[src/rtl/bist_sess_pkg.sv]
package bist_sess_pkg;

  typedef enum logic [2:0] {
    ST_IDLE,
    ST_SEED,
    ST_RUN,
    ST_CMP,
    ST_DONE
  } sessState_e;

  // control-to-datapath strobes
  typedef struct packed {
    logic selGen;    // steer generator vectors to the unit under test
    logic clearSig;  // seed cycle: clear signature, reset generator and unit
    logic capture;   // run cycle: fold responses, advance generator
    logic latchRes;  // compare cycle: record the verdict
    logic showRes;   // done: present the verdict
  } sessStrobe_t;

endpackage

[src/rtl/bist_sess_ctrl.sv]
module bist_sess_ctrl
  import bist_sess_pkg::*;
#(
  parameter int SESSION_LEN = 10000
) (
  input  logic        clk,
  input  logic        rstN,
  input  logic        testMode,
  output sessStrobe_t strb
);

  localparam int CNT_W = (SESSION_LEN > 1) ? $clog2(SESSION_LEN) : 1;
  localparam logic [CNT_W-1:0] LAST_CNT = CNT_W'(SESSION_LEN - 1);

  sessState_e state, stateNxt;
  logic [CNT_W-1:0] cycCnt;

  always_comb begin
    stateNxt = state;
    if (!testMode) begin
      stateNxt = ST_IDLE;
    end else begin
      unique case (state)
        ST_IDLE: stateNxt = ST_SEED;
        ST_SEED: stateNxt = ST_RUN;
        ST_RUN:  stateNxt = (cycCnt == LAST_CNT) ? ST_CMP : ST_RUN;
        ST_CMP:  stateNxt = ST_DONE;
        ST_DONE: stateNxt = ST_DONE;
        default: stateNxt = ST_IDLE;
      endcase
    end
  end

  always_ff @(posedge clk) begin
    if (!rstN) begin
      state  <= ST_IDLE;
      cycCnt <= '0;
    end else begin
      state <= stateNxt;
      if (state == ST_RUN) cycCnt <= cycCnt + 1'b1;
      else                 cycCnt <= '0;
    end
  end

  always_comb begin
    strb          = '0;
    strb.selGen   = (state != ST_IDLE);
    strb.clearSig = (state == ST_SEED);
    strb.capture  = (state == ST_RUN);
    strb.latchRes = (state == ST_CMP);
    strb.showRes  = (state == ST_DONE);
  end

  AST_ABORT_TO_IDLE: assert property (@(posedge clk) disable iff (!rstN)
    !testMode |=> state == ST_IDLE);
  AST_START_SEEDS: assert property (@(posedge clk) disable iff (!rstN)
    (state == ST_IDLE && testMode) |=> state == ST_SEED);
  AST_SEED_SINGLE: assert property (@(posedge clk) disable iff (!rstN)
    state == ST_SEED |=> state != ST_SEED);
  AST_RUN_BOUND: assert property (@(posedge clk) disable iff (!rstN)
    state == ST_RUN |-> cycCnt <= LAST_CNT);
  AST_RUN_NO_GAP: assert property (@(posedge clk) disable iff (!rstN)
    (state == ST_RUN && cycCnt != LAST_CNT && testMode) |=> state == ST_RUN);
  AST_DONE_HOLD: assert property (@(posedge clk) disable iff (!rstN)
    (state == ST_DONE && testMode) |=> state == ST_DONE);

endmodule

[src/rtl/bist_sig_reg.sv]
module bist_sig_reg #(
  parameter int               OUT_W    = 16,
  parameter logic [OUT_W-1:0] SIG_POLY = OUT_W'(16'h100B)
) (
  input  logic             clk,
  input  logic             rstN,
  input  logic             clear,
  input  logic             capture,
  input  logic [OUT_W-1:0] resp,
  output logic [OUT_W-1:0] sig
);

  logic [OUT_W-1:0] shifted;

  always_comb begin
    shifted = {sig[OUT_W-2:0], 1'b0};
    if (sig[OUT_W-1]) shifted = shifted ^ SIG_POLY;
  end

  always_ff @(posedge clk) begin
    if (!rstN)        sig <= '0;
    else if (clear)   sig <= '0;
    else if (capture) sig <= shifted ^ resp;
  end

  AST_SIG_CLEARED: assert property (@(posedge clk) disable iff (!rstN)
    clear |=> sig == '0);
  AST_SIG_IDLE_HOLD: assert property (@(posedge clk) disable iff (!rstN)
    (!clear && !capture) |=> $stable(sig));

endmodule

[src/rtl/bist_sess_dp.sv]
module bist_sess_dp
  import bist_sess_pkg::*;
#(
  parameter int               IN_W       = 32,
  parameter int               OUT_W      = 16,
  parameter logic [OUT_W-1:0] SIG_POLY   = OUT_W'(16'h100B),
  parameter logic [OUT_W-1:0] GOLDEN_SIG = '0
) (
  input  logic             clk,
  input  logic             rstN,
  input  sessStrobe_t      strb,
  input  logic [IN_W-1:0]  priIn,
  input  logic [IN_W-1:0]  genPat,
  input  logic [OUT_W-1:0] uutOut,
  output logic [IN_W-1:0]  uutIn,
  output logic             good
);

  logic [OUT_W-1:0] sigQ;
  logic             goodReg;

  assign uutIn = strb.selGen ? genPat : priIn;

  bist_sig_reg #(
    .OUT_W   (OUT_W),
    .SIG_POLY(SIG_POLY)
  ) u_sig (
    .clk    (clk),
    .rstN   (rstN),
    .clear  (strb.clearSig),
    .capture(strb.capture),
    .resp   (uutOut),
    .sig    (sigQ)
  );

  always_ff @(posedge clk) begin
    if (!rstN)              goodReg <= 1'b0;
    else if (strb.clearSig) goodReg <= 1'b0;
    else if (strb.latchRes) goodReg <= (sigQ == GOLDEN_SIG);
  end

  assign good = strb.showRes & goodReg;

  AST_RESULT_STABLE: assert property (@(posedge clk) disable iff (!rstN)
    (strb.showRes && $past(strb.showRes)) |-> $stable(goodReg));
  AST_NO_VERDICT_EARLY: assert property (@(posedge clk) disable iff (!rstN)
    !strb.showRes |-> !good);

endmodule

[src/rtl/bist_session_ctrl.sv]
module bist_session_ctrl
  import bist_sess_pkg::*;
#(
  parameter int               IN_W        = 32,
  parameter int               OUT_W       = 16,
  parameter int               SESSION_LEN = 10000,
  parameter logic [OUT_W-1:0] SIG_POLY    = OUT_W'(16'h100B),
  parameter logic [OUT_W-1:0] GOLDEN_SIG  = '0
) (
  input  logic             clk,
  input  logic             rstN,
  input  logic             testMode,
  input  logic [IN_W-1:0]  priIn,
  input  logic [IN_W-1:0]  genPat,
  input  logic [OUT_W-1:0] uutOut,
  output logic [IN_W-1:0]  uutIn,
  output logic             genSeed,
  output logic             genRun,
  output logic             uutSeed,
  output logic             done,
  output logic             good
);

  sessStrobe_t strb;

  bist_sess_ctrl #(
    .SESSION_LEN(SESSION_LEN)
  ) u_ctrl (
    .clk     (clk),
    .rstN    (rstN),
    .testMode(testMode),
    .strb    (strb)
  );

  bist_sess_dp #(
    .IN_W      (IN_W),
    .OUT_W     (OUT_W),
    .SIG_POLY  (SIG_POLY),
    .GOLDEN_SIG(GOLDEN_SIG)
  ) u_dp (
    .clk   (clk),
    .rstN  (rstN),
    .strb  (strb),
    .priIn (priIn),
    .genPat(genPat),
    .uutOut(uutOut),
    .uutIn (uutIn),
    .good  (good)
  );

  assign genSeed = strb.clearSig;
  assign uutSeed = strb.clearSig;
  assign genRun  = strb.capture;
  assign done    = strb.showRes;

endmodule

[config.mk]
export PLATFORM = sky130hd
export DESIGN_NAME = bist_session_ctrl
export DESIGN_NICKNAME = d
export VERILOG_FILES = /design/src/rtl/bist_sess_pkg.sv /design/src/rtl/bist_sess_ctrl.sv /design/src/rtl/bist_sig_reg.sv /design/src/rtl/bist_sess_dp.sv /design/src/rtl/bist_session_ctrl.sv
export SDC_FILE = /design/constraint.sdc
export NUM_CORES = 1
export LEC_CHECK = 0
export ABC_AREA = 1
export BUFFER_PORTS_ARGS = -buffer_cell sky130_fd_sc_hd__buf_2
export CAP_MARGIN = 20
export CORE_MARGIN = 5
export CORE_UTILIZATION = 35
export CTS_CLUSTER_SIZE = 8
export DETAILED_ROUTE_END_ITERATION = 6
export MAX_ROUTING_LAYER = met4
export PLACE_DENSITY = 0.73
export SLEW_MARGIN = 0
export SYNTH_ARGS = -nofsm -noshare
export SYNTH_HDL_FRONTEND = slang
export SYNTH_HIERARCHICAL = 1
export SYNTH_SLANG_ARGS = --single-unit
[constraint.sdc]
create_clock -name clk -period 1.7 [get_ports clk]
set_input_delay 0.085 -clock clk [delete_from_list [all_inputs] [get_ports clk]]
set_output_delay 0.085 -clock clk [all_outputs]
set_load 0.02 [all_outputs]
# Word-level counts from Yosys, hierarchy flattened
# Cells that the tools add are included.
totals:
  ramBits: 0
  latch_bits: 0
  regBits: 34
  memories: 0
  romBits: 0
op_classes:
  n_mul: 0
  add_sub_neg: 1
  eq_ne: 5
  n_lt_le_gt_ge: 0
  n_mux: 4
  shift: 0
  reduce_logical: 7
  n_bitwise: 4
  div_mod_pow: 0
ops:
  columns: ["operator", "count"]
  rows:
  - ["2-to-1 mux 32 bit", 1]
  - ["logical NOT 16 bit", 1]
  - ["bitwise XOR 16 bit", 1]
  - ["adder 14 x 1 -> 14 bit (second input constant)", 1]
  - ["equality test 14 bit (second input constant)", 1]
  - ["2-to-1 mux 13 bit", 1]
  - ["case mux 3 bit (4 select lines)", 1]
  - ["equality test 3 x 2 -> 1 bit (second input constant)", 2]
  - ["inverter 4 bit", 1]
  - ["AND reduction 2 bit", 2]
  - ["OR reduction 2 bit", 2]
  - ["equality test 3 x 1 -> 1 bit (second input constant)", 1]
  - ["equality test 3 bit (second input constant)", 1]
  - ["logical NOT 3 bit", 1]
  - ["nonzero test 3 bit", 1]
  - ["AND 1 bit", 1]
  - ["2-to-1 mux 1 bit", 1]
  - ["inverter 1 bit", 1]

# Longest topological paths before layout
depth:
  depth_word: 3
  mapped_depth: 9
  ltp_nobuf: 8

# Hierarchy
# Netlist, hierarchy kept.
by_module_without_submodules:
  columns: ["module", "seq_area_each_um2", "instances", "cells_per_inst", "area_per_inst_um2"]
  rows:
  - ["bist_sess_ctrl", 340.3, 1, 122, 848.3]
  - ["bist_sig_reg", 320.3, 1, 121, 839.6]
  - ["bist_sess_dp", 20.0, 1, 57, 644.4]
  - ["bist_session_ctrl", 0.0, 1, 1, 7.5]

# Worst setup path after synthesis
# Ideal clock, no wire load.
synth_timing:
  kind: "register to register"
  from: "register u_ctrl.state[1]"
  to: "register u_dp.u_sig.sig[0]"
  arrival_ns: 1.215
  setup_time_ns: 0.113
  synth_period_minus_slack_ns: 1.328
  n_path_buf: 2
  path_slack_ns: 0.372
  required_ns: 1.587
  stages_incl_launch_ff: 8
  cell_sequence: "dfxtp_1 > nand3_2 > inv_1 > buf_6 > inv_4 > buf_6 > o21ai_1 > inv_1"
synth_between:
  word_cells_on_any_way: 3
synth_rtl:
  columns: ["element", "line", "source"]
  rows:
  - ["from (decl)", "bist_sess_ctrl.sv:15", "sessState_e state, stateNxt;"]
  - ["from (signal assigned)", "bist_sess_ctrl.sv:39", "state <= stateNxt;"]
  - ["equality test 3 x 2 -> 1 bit", "bist_sess_ctrl.sv:49", "strb.capture = (state == ST_RUN);"]
  - ["named net genRun", "bist_session_ctrl.sv:18", "output logic genRun,"]
  - ["to (signal assigned)", "bist_sig_reg.sv:23", "else if (capture) sig <= shifted ^ resp;"]
  - ["to (decl)", "bist_sig_reg.sv:10", "output logic [OUT_W-1:0] sig"]
# The timed path passes the listed nets, and every way through them passes these cells.
# A chain may end at the register's enable or synchronous reset.

==> flow_results.xml <==
<?xml version="1.0" encoding="UTF-8"?>
<metrics>
  <group name="detailed_routing">
    <metric name="dr_vias" unit="">2293</metric>
    <metric name="post_drt_wl_per_cell" unit="um">12.73</metric>
    <metric name="routed_via_density" unit="">4.604</metric>
    <metric name="detail_route.iter0.violations" unit="">96</metric>
    <metric name="firstDrtPassIters" unit="">4</metric>
    <metric name="drcViolationCount" unit="">0</metric>
    <metric name="postRouteAntennaNets" unit="">0</metric>
    <metric name="drt_wl_total" unit="um">6339</metric>
  </group>
  <group name="die">
    <metric name="floorplan.die_area" unit="mm^2">0.008420</metric>
    <metric name="num_rows" unit="">29</metric>
    <metric name="dieWidth" unit="um">91.76</metric>
    <metric name="initial_core_utilization" unit="%">36.43</metric>
    <metric name="core_area" unit="mm^2">0.006422</metric>
    <metric name="io_pins" unit="">120</metric>
    <metric name="die_height" unit="um">91.76</metric>
  </group>
  <group name="grt">
    <metric name="maximum_number_of_pins_on_one_net_before_global_route_repair" unit="">33</metric>
    <metric name="globalRouteTotalUtil" unit="%">14.62</metric>
    <metric name="gr-total-overflow" unit="">0</metric>
    <metric name="antenna_found_initial" unit="">0</metric>
    <metric name="grt_busiest_layer" unit="">met2</metric>
    <metric name="groute.layer.met1.usage" unit="%">17.56</metric>
    <metric name="met2_grt_util" unit="%">24.47</metric>
    <metric name="grt_first_pass_wirelength" unit="um">10030</metric>
    <metric name="first_global_vias" unit="">2155</metric>
    <metric name="gr_met3_demand_resource" unit="%">4.746</metric>
  </group>
  <group name="placement">
    <metric name="gp_congestion" unit="">0.8590</metric>
    <metric name="place.detailed.instances" unit="">490</metric>
    <metric name="post-dp-hpwl" unit="um">5032</metric>
    <metric name="buffer_ports.inserted" unit="">119</metric>
    <metric name="pre_cts_slack" unit="ns">0.2920</metric>
  </group>
  <group name="sta">
    <metric name="post-route-min-period" unit="ns">1.623</metric>
    <metric name="final_max_slew_viol_count" unit="">0</metric>
    <metric name="holdWs" unit="ns">0.09106</metric>
    <metric name="fmaxAchievable" unit="MHz">616.2</metric>
    <metric name="tns" unit="ns">0</metric>
    <metric name="final-hold-violation-count" unit="">0</metric>
    <metric name="grt_setup_unrepaired" unit="">no</metric>
    <metric name="post_route_worst_setup_slack" unit="ns">0.07703</metric>
    <metric name="period_share" unit="%">95.47</metric>
    <metric name="worst_clock_skew" unit="ns">0.005789</metric>
    <metric name="maxSlewHeadroom" unit="%">75.00</metric>
    <metric name="timing.final.setup_violations" unit="">0</metric>
    <metric name="timing_worst_slew_pin_value" unit="ns">0.3721</metric>
  </group>
  <group name="synthesis">
    <metric name="yosysSeqAreaShare" unit="%">29.09</metric>
    <metric name="synth-warning-count" unit="">6</metric>
    <metric name="number_of_instances_in_the_synthesized_netlist" unit="">301</metric>
    <metric name="post_synth_num_cell_types" unit="">24</metric>
    <metric name="postSynthRegisterBits" unit="">34</metric>
    <metric name="synth_area_per_cell" unit="um^2">7.773</metric>
    <metric name="postSynthNetCount" unit="">385</metric>
    <metric name="post_synth_instance_area" unit="mm^2">0.002340</metric>
  </group>
  <group name="power">
    <metric name="leakage" unit="uW">0.001648</metric>
    <metric name="max-vdd-ir-drop" unit="mV">0.4664</metric>
    <metric name="power_per_cell_area" unit="mW/mm^2">640.3</metric>
  </group>
  <group name="critical_path">
    <metric name="setup.worst_path.class" unit="">flip-flop to output port</metric>
    <metric name="required" unit="ns">1.62</metric>
    <metric name="worstSetupEndpoint" unit="">uutIn[21]</metric>
    <metric name="critical_path.reg2reg.startpoint" unit="">u_ctrl/state[2]$_SDFF_PN0_</metric>
    <metric name="timing.critical_path.to_type" unit="">output port</metric>
    <metric name="critical_path.max_fanout" unit="">16</metric>
    <metric name="setup.reg_to_reg.worst_slack" unit="ns">0.36</metric>
    <metric name="timing.critical_path.from_type" unit="">flip-flop</metric>
    <metric name="worstSetupStartpoint" unit="">u_ctrl/state[2]$_SDFF_PN0_</metric>
    <metric name="slowest_stage" unit="">sky130_fd_sc_hd__dfxtp_1</metric>
    <metric name="regToRegEndpoint" unit="">u_dp/u_sig/sig[5]$_SDFFE_PP0P_</metric>
    <metric name="r2r_cells" unit="">8</metric>
    <metric name="critical-path-max-stage-delay" unit="ns">0.31</metric>
    <metric name="crit_path_cell_trace" unit="">inv_2 &gt; nand3_2 &gt; clkbuf_16 &gt; mux2_4 &gt; buf_2</metric>
    <metric name="crit_arrival" unit="ns">1.54</metric>
  </group>
  <group name="clock_network">
    <metric name="cts_tree" unit="">built</metric>
    <metric name="worstSkewPairLatency" unit="ns">0.28</metric>
    <metric name="cts_max_level" unit="">2</metric>
    <metric name="ctsRootBufferMaster" unit="">sky130_fd_sc_hd__clkbuf_8</metric>
    <metric name="worst_setup_hold_path_clk_slew" unit="ns">0.06</metric>
    <metric name="post_cts_hold_buffer_count" unit="">0</metric>
    <metric name="numClockSinks" unit="">34</metric>
    <metric name="maximum_buffer_depth_of_the_clock_tree" unit="">2</metric>
    <metric name="cts_inserted_buffers" unit="">5</metric>
  </group>
  <group name="layout">
    <metric name="num-nets-final" unit="">505</metric>
    <metric name="postLayoutCoreUtil" unit="%">47.65</metric>
    <metric name="diodes" unit="">0</metric>
    <metric name="multiInputGateArea" unit="mm^2">0.001361</metric>
    <metric name="final_layout_size_suffix_gt1_share" unit="%">41.81</metric>
    <metric name="layout.filler_cells" unit="">654</metric>
    <metric name="post_layout_nonfiller_instances" unit="">498</metric>
    <metric name="seqCellArea" unit="um^2">683.2</metric>
    <metric name="mostFrequentLayoutCells" unit="">sky130_fd_sc_hd__buf_2, sky130_fd_sc_hd__nor2_1, sky130_fd_sc_hd__nand2_1</metric>
    <metric name="final_common_cell" unit="">sky130_fd_sc_hd__buf_2</metric>
    <metric name="area_growth_synth_to_finish" unit="%">30.80</metric>
  </group>
  <group name="worst_hold_path">
    <metric name="timing.hold.worst.class" unit="">primary input to flip-flop</metric>
  </group>
  <group name="flow_run">
    <metric name="drv_cap" unit="">0</metric>
  </group>
  <group name="run_status">
    <metric name="outcome" unit="">complete, no violations</metric>
  </group>
</metrics>
metrics by stage:
stage | power [uW] | instance area (um^2)
global route | 2050 | 3060
global placement | 1406 | 2957
floorplan | 1233 | 2340
detailed placement | 1414 | 2957
CTS | 1973 | 3035
finish | 1960 | 3060
layer usage:
| layer | vias up | share of wire, % |
|---|---|---|
| li1 | 1177 | - |
| met1 | 1018 | 43 |
| met2 | 94 | 47 |
| met3 | 4 | 9.1 |
| met4 | 0 | 0.58 |
| met5 | - | 0 |
how the worst min path moves through the flow:
stage,startpoint,endpoint,slack [ns],depth (start not counted)
detailed placement,rstN,u_dp/goodReg$_SDFFE_PP0P_,0.39,3
floorplan,rstN,u_dp/goodReg$_SDFFE_PP0P_,0.23,2
global route,testMode,u_ctrl/state[0]$_SDFF_PN0_,0.11,3
global placement,rstN,u_dp/goodReg$_SDFFE_PP0P_,0.39,3
finish,testMode,u_ctrl/state[1]$_SDFF_PN0_,0.09,3
CTS,rstN,u_dp/goodReg$_SDFFE_PP0P_,0.09,3
registers in the layout, indices dropped and copies added, names as in the netlist:
signal          flops
u_ctrl/cycCnt      14
u_ctrl/state        3
u_dp/u_sig/sig     16
u_dp/goodReg        1
report_power, final:
part           switching, uW  internal, uW  total, uW
combinational            294           288        582
clock                    270           282        552
sequential              14.0           812        825
total                    578          1380       1960
synthesized netlist by cell type:
cell	count	area (um^2)
sky130_fd_sc_hd__inv_1	42	157.7
sky130_fd_sc_hd__a21oi_1	11	55.05
sky130_fd_sc_hd__nand2_2	1	6.260
sky130_fd_sc_hd__ha_1	1	12.51
sky130_fd_sc_hd__o211ai_1	1	7.510
sky130_fd_sc_hd__inv_2	5	18.77
sky130_fd_sc_hd__inv_4	1	6.260
sky130_fd_sc_hd__nand3_1	16	80.08
sky130_fd_sc_hd__buf_4	2	15.01
sky130_fd_sc_hd__dfxtp_1	34	680.7
sky130_fd_sc_hd__o21ai_1	16	80.08
sky130_fd_sc_hd__nand2_1	46	172.7
sky130_fd_sc_hd__mux2_4	30	450.4
sky130_fd_sc_hd__nand3_2	3	30.03
sky130_fd_sc_hd__buf_6	4	45.04
sky130_fd_sc_hd__nor2_1	59	221.5
sky130_fd_sc_hd__xnor2_1	2	17.52
sky130_fd_sc_hd__nor3_1	1	5.000
sky130_fd_sc_hd__xor2_1	14	122.6
sky130_fd_sc_hd__nand4_1	3	18.77
sky130_fd_sc_hd__nor2_8	1	20.02
sky130_fd_sc_hd__nor2_4	3	33.78
sky130_fd_sc_hd__buf_12	3	60.06
sky130_fd_sc_hd__mux2_2	2	22.52
cell type report:
cell class / instances / share of cell area [%]
Clock buffer: 7 / 2.494
Inverter: 48 / 5.969
Multi-Input combinational cell: 210 / 44.48
Sequential cell: 34 / 22.32
Tap cell: 77 / 3.148
Timing Repair Buffer: 122 / 21.59
logic make-up (layout without fill, tap and decap cells):
family          after synthesis  after routing  share of synthesized area [%]
buf+inv                      57            177                          12.94
simple gates                133            133                          25.13
compound gates               28             28                          6.096
xor+xnor                     16             16                          5.990
flops                        34             34                          29.09
mux                          32             32                          20.21
fa+ha+maj                     1              1                         0.5347
critical path: cells and delay by family, from the launching register on:
kind | cells | cell delay, ns
and+or+nand+nor | 1 | 0.15
muxes | 1 | 0.31
DFF | 1 | 0.31
buffers and inverters | 3 | 0.48
repair_timing:
action,in CTS,in global routing
cloned,0,1
endpoints found under the setup margin,2,2
setup buffers,0,0
gates resized for setup,2,0
No activity file was read; power rests on OpenSTA's default activity.
